$ cat src/rtl/ddr_spc_pkg.sv
`timescale 1ns/1ps
package ddr_spc_pkg;

  typedef enum logic [3:0] {
    CMD_NOP   = 4'd0,
    CMD_DESEL = 4'd1,
    CMD_ACT   = 4'd2,
    CMD_RD    = 4'd3,
    CMD_RDA   = 4'd4,
    CMD_WR    = 4'd5,
    CMD_WRA   = 4'd6,
    CMD_PRE   = 4'd7,
    CMD_REF   = 4'd8,
    CMD_LMR   = 4'd9,
    CMD_BST   = 4'd10
  } ddr_cmd_e;

  typedef enum logic [3:0] {
    RSN_OK       = 4'd0,
    RSN_NOT_IDLE = 4'd1,
    RSN_BST_BAD  = 4'd2,
    RSN_ACT_BUSY = 4'd3,
    RSN_NOT_OPEN = 4'd4,
    RSN_RD_OPEN  = 4'd5,
    RSN_WA_RD    = 4'd6,
    RSN_WA_WR    = 4'd7,
    RSN_RA_RD    = 4'd8,
    RSN_RA_WR    = 4'd9,
    RSN_BAD_CMD  = 4'd10
  } rsn_e;

  typedef enum logic [1:0] {
    BK_IDLE  = 2'd0,
    BK_OPEN  = 2'd1,
    BK_BURST = 2'd2
  } bank_mode_e;

  // CAS latency held in half cycles, rounded up to whole cycles
  function automatic int cas_up(input int cas_half);
    return (cas_half + 1) / 2;
  endfunction

  function automatic int half_burst(input int bl);
    return bl / 2;
  endfunction

  function automatic int gap_wa_rd(input int bl, input int wtr);
    return 1 + half_burst(bl) + wtr;
  endfunction

  function automatic int gap_wa_wr(input int bl);
    return half_burst(bl);
  endfunction

  function automatic int gap_ra_rd(input int bl);
    return half_burst(bl);
  endfunction

  function automatic int gap_ra_wr(input int bl, input int cas_half);
    return cas_up(cas_half) + half_burst(bl);
  endfunction

  function automatic int max_gap(input int bl, input int cas_half, input int wtr);
    int m;
    m = gap_wa_rd(bl, wtr);
    if (gap_ra_wr(bl, cas_half) > m) m = gap_ra_wr(bl, cas_half);
    return m;
  endfunction

  function automatic logic is_rd(input logic [3:0] c);
    return (c == CMD_RD) || (c == CMD_RDA);
  endfunction

  function automatic logic is_wr(input logic [3:0] c);
    return (c == CMD_WR) || (c == CMD_WRA);
  endfunction

  function automatic logic is_ap(input logic [3:0] c);
    return (c == CMD_RDA) || (c == CMD_WRA);
  endfunction

endpackage

$ cat src/rtl/ddr_spc_bank.sv
`timescale 1ns/1ps
module ddr_spc_bank
  import ddr_spc_pkg::*;
#(
  parameter int BURST_LEN = 4,
  parameter int CAS_HALF  = 5,
  parameter int WR2RD_CYC = 2,
  parameter int GAP_W     = 3,
  parameter int BEAT_W    = 2
) (
  input  logic       clk,
  input  logic       rst_n,
  input  logic       apply_i,
  input  logic [3:0] cmd_i,
  output logic       idle_o,
  output logic       usable_o,
  output logic       plain_burst_o,
  output logic       rd_gap_busy_o,
  output logic       wr_gap_busy_o,
  output logic       gap_src_wr_o
);

  localparam logic [GAP_W-1:0]  LD_WA_RD = GAP_W'(gap_wa_rd(BURST_LEN, WR2RD_CYC) - 1);
  localparam logic [GAP_W-1:0]  LD_WA_WR = GAP_W'(gap_wa_wr(BURST_LEN) - 1);
  localparam logic [GAP_W-1:0]  LD_RA_RD = GAP_W'(gap_ra_rd(BURST_LEN) - 1);
  localparam logic [GAP_W-1:0]  LD_RA_WR = GAP_W'(gap_ra_wr(BURST_LEN, CAS_HALF) - 1);
  localparam logic [BEAT_W-1:0] BEATS    = BEAT_W'(half_burst(BURST_LEN));
  localparam logic [GAP_W-1:0]  G_ONE    = GAP_W'(1);
  localparam logic [BEAT_W-1:0] B_ONE    = BEAT_W'(1);

  bank_mode_e        mode_q;
  logic              ap_q;
  logic [BEAT_W-1:0] beat_q;
  logic [GAP_W-1:0]  to_rd_q;
  logic [GAP_W-1:0]  to_wr_q;
  logic              src_wr_q;

  // named internal events
  logic burst_last;
  assign burst_last = (mode_q == BK_BURST) && (beat_q == B_ONE);

  always_ff @(posedge clk or negedge rst_n) begin
    if (!rst_n) begin
      mode_q   <= BK_IDLE;
      ap_q     <= 1'b0;
      beat_q   <= '0;
      to_rd_q  <= '0;
      to_wr_q  <= '0;
      src_wr_q <= 1'b0;
    end else begin
      if (to_rd_q != '0) to_rd_q <= to_rd_q - G_ONE;
      if (to_wr_q != '0) to_wr_q <= to_wr_q - G_ONE;
      if (mode_q == BK_BURST && beat_q != '0) beat_q <= beat_q - B_ONE;
      if (burst_last) begin
        mode_q <= ap_q ? BK_IDLE : BK_OPEN;
        ap_q   <= 1'b0;
      end
      if (apply_i) begin
        case (cmd_i)
          CMD_ACT: begin
            mode_q <= BK_OPEN;
            ap_q   <= 1'b0;
          end
          CMD_RD, CMD_WR, CMD_RDA, CMD_WRA: begin
            mode_q <= BK_BURST;
            beat_q <= BEATS;
            ap_q   <= is_ap(cmd_i);
            if (cmd_i == CMD_RDA) begin
              to_rd_q  <= LD_RA_RD;
              to_wr_q  <= LD_RA_WR;
              src_wr_q <= 1'b0;
            end else if (cmd_i == CMD_WRA) begin
              to_rd_q  <= LD_WA_RD;
              to_wr_q  <= LD_WA_WR;
              src_wr_q <= 1'b1;
            end
          end
          CMD_PRE: begin
            if (!(mode_q == BK_BURST && ap_q)) begin
              mode_q <= BK_IDLE;
              beat_q <= '0;
              ap_q   <= 1'b0;
            end
          end
          CMD_BST: begin
            mode_q <= BK_OPEN;
            beat_q <= '0;
          end
          default: ;
        endcase
      end
    end
  end

  assign idle_o        = (mode_q == BK_IDLE);
  assign usable_o      = (mode_q == BK_OPEN) || ((mode_q == BK_BURST) && !ap_q);
  assign plain_burst_o = (mode_q == BK_BURST) && !ap_q;
  assign rd_gap_busy_o = (to_rd_q != '0);
  assign wr_gap_busy_o = (to_wr_q != '0);
  assign gap_src_wr_o  = src_wr_q;

  // an accepted auto-precharge command closes the bank to column commands
  assert_ap_closes_R12: assert property (@(posedge clk) disable iff (!rst_n)
    (apply_i && is_ap(cmd_i)) |=> (!usable_o && !idle_o))
    else $error("auto-precharge burst left bank usable");

  // write with auto precharge arms the read spacing, marked as write-sourced
  assert_wa_arms_R4: assert property (@(posedge clk) disable iff (!rst_n)
    (apply_i && cmd_i == CMD_WRA) |=> (rd_gap_busy_o && gap_src_wr_o))
    else $error("write+AP did not arm read spacing");

  // read with auto precharge arms the write spacing, marked as read-sourced
  assert_ra_arms_R7: assert property (@(posedge clk) disable iff (!rst_n)
    (apply_i && cmd_i == CMD_RDA) |=> (wr_gap_busy_o && !gap_src_wr_o))
    else $error("read+AP did not arm write spacing");

endmodule

$ cat src/rtl/ddr_spc_rule.sv
`timescale 1ns/1ps
module ddr_spc_rule
  import ddr_spc_pkg::*;
#(
  parameter int NB = 4,
  parameter int BW = 2
) (
  input  logic          valid_i,
  input  logic [3:0]    cmd_i,
  input  logic [BW-1:0] bank_i,
  input  logic [NB-1:0] idle_v,
  input  logic [NB-1:0] usable_v,
  input  logic [NB-1:0] plain_burst_v,
  input  logic [NB-1:0] rd_gap_v,
  input  logic [NB-1:0] wr_gap_v,
  input  logic [NB-1:0] src_wr_v,
  input  logic          rd_block_i,
  output logic          viol_o,
  output logic [3:0]    reason_o
);

  logic fnd_rd, fnd_wr, src_rd, src_wr;
  logic all_idle;

  assign all_idle = &idle_v;

  // first other bank with a running spacing window, per direction
  always_comb begin
    fnd_rd = 1'b0;
    fnd_wr = 1'b0;
    src_rd = 1'b0;
    src_wr = 1'b0;
    for (int b = 0; b < NB; b++) begin
      if (BW'(b) != bank_i && rd_gap_v[b] && !fnd_rd) begin
        fnd_rd = 1'b1;
        src_rd = src_wr_v[b];
      end
      if (BW'(b) != bank_i && wr_gap_v[b] && !fnd_wr) begin
        fnd_wr = 1'b1;
        src_wr = src_wr_v[b];
      end
    end
  end

  always_comb begin
    reason_o = RSN_OK;
    if (valid_i) begin
      case (cmd_i)
        CMD_NOP, CMD_DESEL, CMD_PRE: reason_o = RSN_OK;
        CMD_REF, CMD_LMR: if (!all_idle) reason_o = RSN_NOT_IDLE;
        CMD_BST: if (!plain_burst_v[bank_i]) reason_o = RSN_BST_BAD;
        CMD_ACT: if (!idle_v[bank_i]) reason_o = RSN_ACT_BUSY;
        CMD_RD, CMD_RDA: begin
          if (!usable_v[bank_i])  reason_o = RSN_NOT_OPEN;
          else if (fnd_rd)        reason_o = src_rd ? RSN_WA_RD : RSN_RA_RD;
        end
        CMD_WR, CMD_WRA: begin
          if (!usable_v[bank_i])  reason_o = RSN_NOT_OPEN;
          else if (rd_block_i)    reason_o = RSN_RD_OPEN;
          else if (fnd_wr)        reason_o = src_wr ? RSN_WA_WR : RSN_RA_WR;
        end
        default: reason_o = RSN_BAD_CMD;
      endcase
    end
  end

  assign viol_o = (reason_o != RSN_OK);

endmodule

$ cat src/rtl/ddr_cmd_spacing_mon.sv
`timescale 1ns/1ps
module ddr_cmd_spacing_mon
  import ddr_spc_pkg::*;
#(
  parameter int NUM_BANKS = 4,
  parameter int BURST_LEN = 4,
  parameter int CAS_HALF  = 5,
  parameter int WR2RD_CYC = 2,
  localparam int BANK_W   = (NUM_BANKS > 1) ? $clog2(NUM_BANKS) : 1
) (
  input  logic              clk,
  input  logic              rst_n,
  input  logic              cmd_valid_i,
  input  logic [3:0]        cmd_i,
  input  logic [BANK_W-1:0] bank_i,
  output logic              viol_o,
  output logic [3:0]        reason_o
);

  localparam int GAP_W  = $clog2(max_gap(BURST_LEN, CAS_HALF, WR2RD_CYC) + 1);
  localparam int BEAT_W = $clog2(half_burst(BURST_LEN) + 1);
  localparam logic [GAP_W-1:0] LD_RDBLK = GAP_W'(gap_ra_wr(BURST_LEN, CAS_HALF) - 1);
  localparam logic [GAP_W-1:0] G_ONE    = GAP_W'(1);

  logic [NUM_BANKS-1:0] idle_v, usable_v, pburst_v, rdgap_v, wrgap_v, srcwr_v;
  logic                 viol_now;
  logic [3:0]           rsn_now;
  logic                 cmd_accept;
  logic [GAP_W-1:0]     rdblk_q;
  logic                 rd_block;

  assign cmd_accept = cmd_valid_i && !viol_now;
  assign rd_block   = (rdblk_q != '0);

  for (genvar gb = 0; gb < NUM_BANKS; gb++) begin : g_bank
    logic apply;
    assign apply = cmd_accept && (bank_i == BANK_W'(gb));
    ddr_spc_bank #(
      .BURST_LEN(BURST_LEN), .CAS_HALF(CAS_HALF), .WR2RD_CYC(WR2RD_CYC),
      .GAP_W(GAP_W), .BEAT_W(BEAT_W)
    ) u_bank (
      .clk           (clk),
      .rst_n         (rst_n),
      .apply_i       (apply),
      .cmd_i         (cmd_i),
      .idle_o        (idle_v[gb]),
      .usable_o      (usable_v[gb]),
      .plain_burst_o (pburst_v[gb]),
      .rd_gap_busy_o (rdgap_v[gb]),
      .wr_gap_busy_o (wrgap_v[gb]),
      .gap_src_wr_o  (srcwr_v[gb])
    );
  end

  ddr_spc_rule #(.NB(NUM_BANKS), .BW(BANK_W)) u_rule (
    .valid_i       (cmd_valid_i),
    .cmd_i         (cmd_i),
    .bank_i        (bank_i),
    .idle_v        (idle_v),
    .usable_v      (usable_v),
    .plain_burst_v (pburst_v),
    .rd_gap_v      (rdgap_v),
    .wr_gap_v      (wrgap_v),
    .src_wr_v      (srcwr_v),
    .rd_block_i    (rd_block),
    .viol_o        (viol_now),
    .reason_o      (rsn_now)
  );

  // window after a plain read during which writes are refused
  always_ff @(posedge clk or negedge rst_n) begin
    if (!rst_n) begin
      rdblk_q <= '0;
    end else if (cmd_accept && cmd_i == CMD_RD) begin
      rdblk_q <= LD_RDBLK;
    end else if (cmd_accept && cmd_i == CMD_BST) begin
      rdblk_q <= '0;
    end else if (rd_block) begin
      rdblk_q <= rdblk_q - G_ONE;
    end
  end

  always_ff @(posedge clk or negedge rst_n) begin
    if (!rst_n) begin
      viol_o   <= 1'b0;
      reason_o <= RSN_OK;
    end else begin
      viol_o   <= viol_now;
      reason_o <= rsn_now;
    end
  end

  assert_quiet_idle_R2: assert property (@(posedge clk) disable iff (!rst_n)
    (!cmd_valid_i || cmd_i == CMD_NOP || cmd_i == CMD_DESEL) |=> !viol_o)
    else $error("idle cycle raised a violation");

  assert_flag_code_R3: assert property (@(posedge clk) disable iff (!rst_n)
    viol_o == (reason_o != RSN_OK))
    else $error("flag and reason disagree");

  assert_refresh_busy_R9: assert property (@(posedge clk) disable iff (!rst_n)
    (cmd_valid_i && (cmd_i == CMD_REF || cmd_i == CMD_LMR) && !(&idle_v))
      |=> (viol_o && reason_o == RSN_NOT_IDLE))
    else $error("refresh with busy bank not reported");

  assert_rd_blocks_R11: assert property (@(posedge clk) disable iff (!rst_n)
    (cmd_accept && cmd_i == CMD_RD) |=> rd_block)
    else $error("plain read did not arm write block");

  assert_bad_code_R13: assert property (@(posedge clk) disable iff (!rst_n)
    (cmd_valid_i && cmd_i > CMD_BST) |=> (reason_o == RSN_BAD_CMD))
    else $error("unknown code not reported");

endmodule

$ cat config.mk
export PLATFORM = sky130hd
export DESIGN_NAME = ddr_cmd_spacing_mon
export DESIGN_NICKNAME = d
export VERILOG_FILES = /design/src/rtl/ddr_spc_pkg.sv /design/src/rtl/ddr_spc_bank.sv /design/src/rtl/ddr_spc_rule.sv /design/src/rtl/ddr_cmd_spacing_mon.sv
export SDC_FILE = /design/constraint.sdc
export NUM_CORES = 1
export LEC_CHECK = 0
export ABC_AREA = 1
export CORE_MARGIN = 2
export CORE_UTILIZATION = 45
export DETAILED_ROUTE_END_ITERATION = 12
export PLACE_DENSITY_LB_ADDON = 0.15
export SKIP_CTS_REPAIR_TIMING = 1
export SLEW_MARGIN = 20
export SYNTH_ARGS = -nofsm -noshare
export SYNTH_HDL_FRONTEND = slang
export SYNTH_SLANG_ARGS = --single-unit
$ cat constraint.sdc
create_clock -name clk -period 2.2 [get_ports clk]
set_input_delay 0.55 -clock clk [delete_from_list [all_inputs] [get_ports clk]]
set_output_delay 0.55 -clock clk [all_outputs]
set_load 0.005 [all_outputs]
==> qor.txt <==
SETUP PATH
--------------------------------------------------------------------------------------------------------
CP cell instances ......................................................................... inv_2 -> ha_4 -> ha_4 -> a21oi_2 -> nor2_2 -> nand4_1 -> nand3_1 -> nand2_1 -> nand2_1 -> nand2_1 -> nand2_2 -> nand2_2 -> nor2_4 -> nand2_8 -> nor2_4 -> clkbuf_16 -> o21ai_2
Max FO, Critical Path .....................................................................            7
Origin of the worst setup path ............................................................ g_bank[1].u_bank.to_rd_q[0]
FF-to-FF Start ............................................................................ g_bank[1].u_bank.to_rd_q[0]
Terminus of the critical flop-to-flop path ................................................ g_bank[1].u_bank.ap_q
Worst R2R Setup Slack .....................................................................      -330 ps
Critical setup path kind ..................................................................      reg2reg
Max stage delay cell, worst path .......................................................... sky130_fd_sc_hd__dfrtp_1
Arrival time of data at the critical path endpoint ........................................      2730 ps
Kind of end point of the critical path ....................................................     register
Crit-path max cell delay ..................................................................       410 ps
Launching element type of the critical path ...............................................     register
Required @ worst endpoint .................................................................      2410 ps
Most frequent CP cell ..................................................................... sky130_fd_sc_hd__nand2_1
Cell depth of the worst flop-to-flop path .................................................           17

CLOCK NETWORK
--------------------------------------------------------------------------------------------------------
Inserted Clock Buffers ....................................................................            5
TritonCTS clock tree ......................................................................        built
Number of clock sinks seen by CTS .........................................................           56
Post-CTS clock slew at the launch and capture registers of the worst setup and hold paths .       110 ps
Clock root cell ........................................................................... sky130_fd_sc_hd__clkbuf_8
Worst skew pair latency ...................................................................       320 ps
CTS HTree Levels ..........................................................................            2
Maximum buffer depth of the clock tree ....................................................            2

FLOORPLAN
--------------------------------------------------------------------------------------------------------
Number of rows created at floorplan .......................................................           34
Placeable core region .....................................................................     8640 µm²
Number of ports placed on the die boundary ................................................           14
Width of the chip .........................................................................      97.8 µm
Effective utilization at floorplan ........................................................        45.8%
Floorplan die area ........................................................................     9560 µm²
Die Y-Extent ..............................................................................      97.8 µm

TIMING
--------------------------------------------------------------------------------------------------------
Sum of negative setup slack ...............................................................    -11350 ps
Worst clock skew ..........................................................................      6.79 ps
Rel. slew slack ...........................................................................        76.2%
Final period utilization ..................................................................         115%
Setup repair after global routing missed its margin .......................................         true
Worst-margin pin slew .....................................................................       353 ps
Setup-failing EPs final ...................................................................           51
FMAX ......................................................................................    0.396 GHz
Final Max Slew Viols ......................................................................            0
Hold violation total from the final report ................................................            0
Setup slack after layout ..................................................................      -326 ps
Minimum period implied by the final worst setup slack .....................................      2530 ps
Fin Hold WS ...............................................................................       219 ps

PLACE
--------------------------------------------------------------------------------------------------------
Quantity of I/O buffers inserted on ports .................................................           13
Cell area reported after detailed placement ...............................................     4990 µm²
Weighted congestion reported at the end of routability-driven placement ...................        0.895
Half-perimeter wire length after placement ................................................      7.71 mm

YOSYS
--------------------------------------------------------------------------------------------------------
Average footprint of a synthesized cell ...................................................     7.27 µm²
Xor/xnor cell area share of the yosys netlist .............................................        3.54%
Post-synthesis register bit count .........................................................           56
Proportion of synthesized area in mux cells ...............................................       0.253%
Area share of the leading cell type in the synthesized netlist ............................        35.4%
Leading post-synthesis cells by cell area ................................................. sky130_fd_sc_hd__dfrtp_1 35%, sky130_fd_sc_hd__nand2_1 13%, sky130_fd_sc_hd__ha_1 9.5%
Synth area leader ......................................................................... sky130_fd_sc_hd__dfrtp_1
Sequential area share after synthesis .....................................................        35.4%
Largest family of logic cells by synthesized area ......................................... simple AND/OR/NAND/NOR gates
Mapped Cells ..............................................................................          544
Warning count from the yosys run ..........................................................            0
Share of the synthesized area in compound gates (AO/OA/AOI/OAI) ...........................        12.6%
Distinct cell type count after synthesis ..................................................           27
Area share of fa/ha/maj cells after synthesis .............................................        9.49%
Net count of the mapped netlist ...........................................................          583
Syn Std Cell Area .........................................................................     3960 µm²
Area fraction in and, or, nand and nor cells after synthesis ..............................        27.4%

GLOBAL ROUTE
--------------------------------------------------------------------------------------------------------
Number of global-route vias before repair .................................................         3722
Global-route wire length before repair ....................................................      16.9 mm
Overall global routing resource usage .....................................................        21.5%
Number of antenna violations at the first check in global routing .........................            0
Gr ovfl total .............................................................................            0
Largest net degree at the start of global routing .........................................           57

ROUTE
--------------------------------------------------------------------------------------------------------
First DRT Iteration DRCs ..................................................................          182
Average routed wire per standard cell .....................................................      13.5 µm
Count of vias placed by the detailed router ...............................................         3844
Via density ...............................................................................         4.97
First-pass iteration count of the detailed router .........................................            4
Number of nets with antenna violations after detailed routing .............................            0
WL final ..................................................................................      10.4 mm
DRC violation count after routing .........................................................            0

POWER
--------------------------------------------------------------------------------------------------------
Total power draw ..........................................................................      6.13 mW
Leakage ...................................................................................      2.87 nW
Peak VDD IR ...............................................................................     0.591 mV
Power per cell area .......................................................................  1090 nW/µm²

CELLS AND AREA
--------------------------------------------------------------------------------------------------------
Most common library cell in the layout ignoring fill and taps ............................. sky130_fd_sc_hd__buf_4
Fraction of final layout cells sized beyond drive strength 1 ..............................        36.9%
Commonest cells after routing, fill and taps aside ........................................ 91 x sky130_fd_sc_hd__buf_4, 88 x sky130_fd_sc_hd__nand2_1, 75 x sky130_fd_sc_hd__inv_1
Post-layout util ..........................................................................        65.0%
Diodes inserted ...........................................................................            0
Area growth from synthesis to layout ......................................................        41.9%
Nets@finish ...............................................................................          704
Final standard cell area without fillers ..................................................     5610 µm²

JOB
--------------------------------------------------------------------------------------------------------
Number of max-capacitance violations reported .............................................            0

STATUS
--------------------------------------------------------------------------------------------------------
Failing checks ............................................................................ setup timing
Status .................................................................................... finished with violations

HOLD PATH
--------------------------------------------------------------------------------------------------------
Path class of the lowest-slack min-delay path .............................................     in2async

-- registers in the layout, summed over array words and instances (netlist names) --
register and flops:
reason_o 4, rdblk_q 3, g_bank.u_bank.gap_src_wr_o 4, g_bank.u_bank.ap_q 4, g_bank.u_bank.to_wr_q 12, g_bank.u_bank.beat_q 8, g_bank.u_bank.mode_q 8, viol_o 1
g_bank.u_bank.to_rd_q 12
-- cell type report --
class | instances | area, µm²
multi-input combinational | 387 | 2550
inverter | 95 | 363
timing repair buffer | 120 | 1050
sequential | 56 | 1400
tap | 108 | 135
fill | 725 | 3030
clock buffer | 5 | 68.8
clock inverter | 3 | 42.5
-- report_power, final --
| group | switching, mW | internal, mW | total, mW |
|---|---|---|---|
| clock | 0.360 | 0.338 | 0.698 |
| sequential | 0.255 | 1.47 | 1.72 |
| combinational | 1.97 | 1.74 | 3.71 |
| total | 2.58 | 3.54 | 6.13 |
-- cells by family after synthesis --
| family | count (synthesis) |
|---|---|
| flops | 56 |
| simple gates | 248 |
| compound gates | 92 |
| xor+xnor | 16 |
| fa+ha+maj | 30 |
| buf+inv | 101 |
| mux | 1 |
-- Yosys cell counts --
| library cell | count |
|---|---|
| sky130_fd_sc_hd__nand3_1 | 26 |
| sky130_fd_sc_hd__a21oi_1 | 10 |
| sky130_fd_sc_hd__nand4_1 | 5 |
| sky130_fd_sc_hd__o21ai_0 | 57 |
| sky130_fd_sc_hd__a31oi_1 | 6 |
| sky130_fd_sc_hd__nand2_2 | 2 |
| sky130_fd_sc_hd__nand2_4 | 3 |
| sky130_fd_sc_hd__mux2i_1 | 1 |
| sky130_fd_sc_hd__inv_1 | 93 |
| sky130_fd_sc_hd__nand3b_1 | 1 |
| sky130_fd_sc_hd__nor4_1 | 3 |
| sky130_fd_sc_hd__xnor2_1 | 2 |
| sky130_fd_sc_hd__dfrtp_1 | 56 |
| sky130_fd_sc_hd__inv_2 | 2 |
| sky130_fd_sc_hd__nor2_2 | 1 |
| sky130_fd_sc_hd__nor2_4 | 7 |
| sky130_fd_sc_hd__nor3_1 | 6 |
| sky130_fd_sc_hd__xor2_1 | 14 |
| sky130_fd_sc_hd__ha_1 | 30 |
| sky130_fd_sc_hd__bufbuf_16 | 1 |
| sky130_fd_sc_hd__buf_6 | 5 |
| sky130_fd_sc_hd__nand2_1 | 136 |
| sky130_fd_sc_hd__o211ai_1 | 11 |
| sky130_fd_sc_hd__nor2_1 | 57 |
| sky130_fd_sc_hd__o21ai_1 | 7 |
| sky130_fd_sc_hd__a22o_1 | 1 |
| sky130_fd_sc_hd__nor3_2 | 1 |
-- through the flow --
step | cells | setup slack [ps]
final | 774 | -326
after global routing | 774 | -494
after CTS | 761 | -511
after detailed placement | 753 | -815
after global placement | 753 | -821
after floorplan | 544 | -11.8
-- routing by layer --
layer,GRT usage [%],part of all wire (%),wire [µm],vias up
met2,36.4,49,5080,69
li1,-,-,-,1966
met3,2.86,3.2,337,15
met5,0,0,0,-
met4,5.66,1.6,169,0
met1,29.2,46,4850,1794
-- worst max-delay path by stage --
stage | to | slack, ps | cells after the start
2_1_floorplan | g_bank[0].u_bank.mode_q[0] | -10 | 18
3_3_place_gp | g_bank[0].u_bank.to_rd_q[2] | -820 | 18
3_5_place_dp | g_bank[1].u_bank.to_rd_q[2] | -810 | 20
4_1_cts | g_bank[0].u_bank.to_rd_q[2] | -510 | 20
5_1_grt | g_bank[1].u_bank.to_rd_q[2] | -490 | 18
6_report | g_bank[1].u_bank.ap_q | -330 | 17
-- critical path, delay by kind of cell (launching register included) --
family	cells	cell delay [ps]
simple gates	11	1300
fa+ha+maj	2	290
compound gates	2	90
flops	1	410
buf+inv	2	300
(Power assumes the default switching activity.)
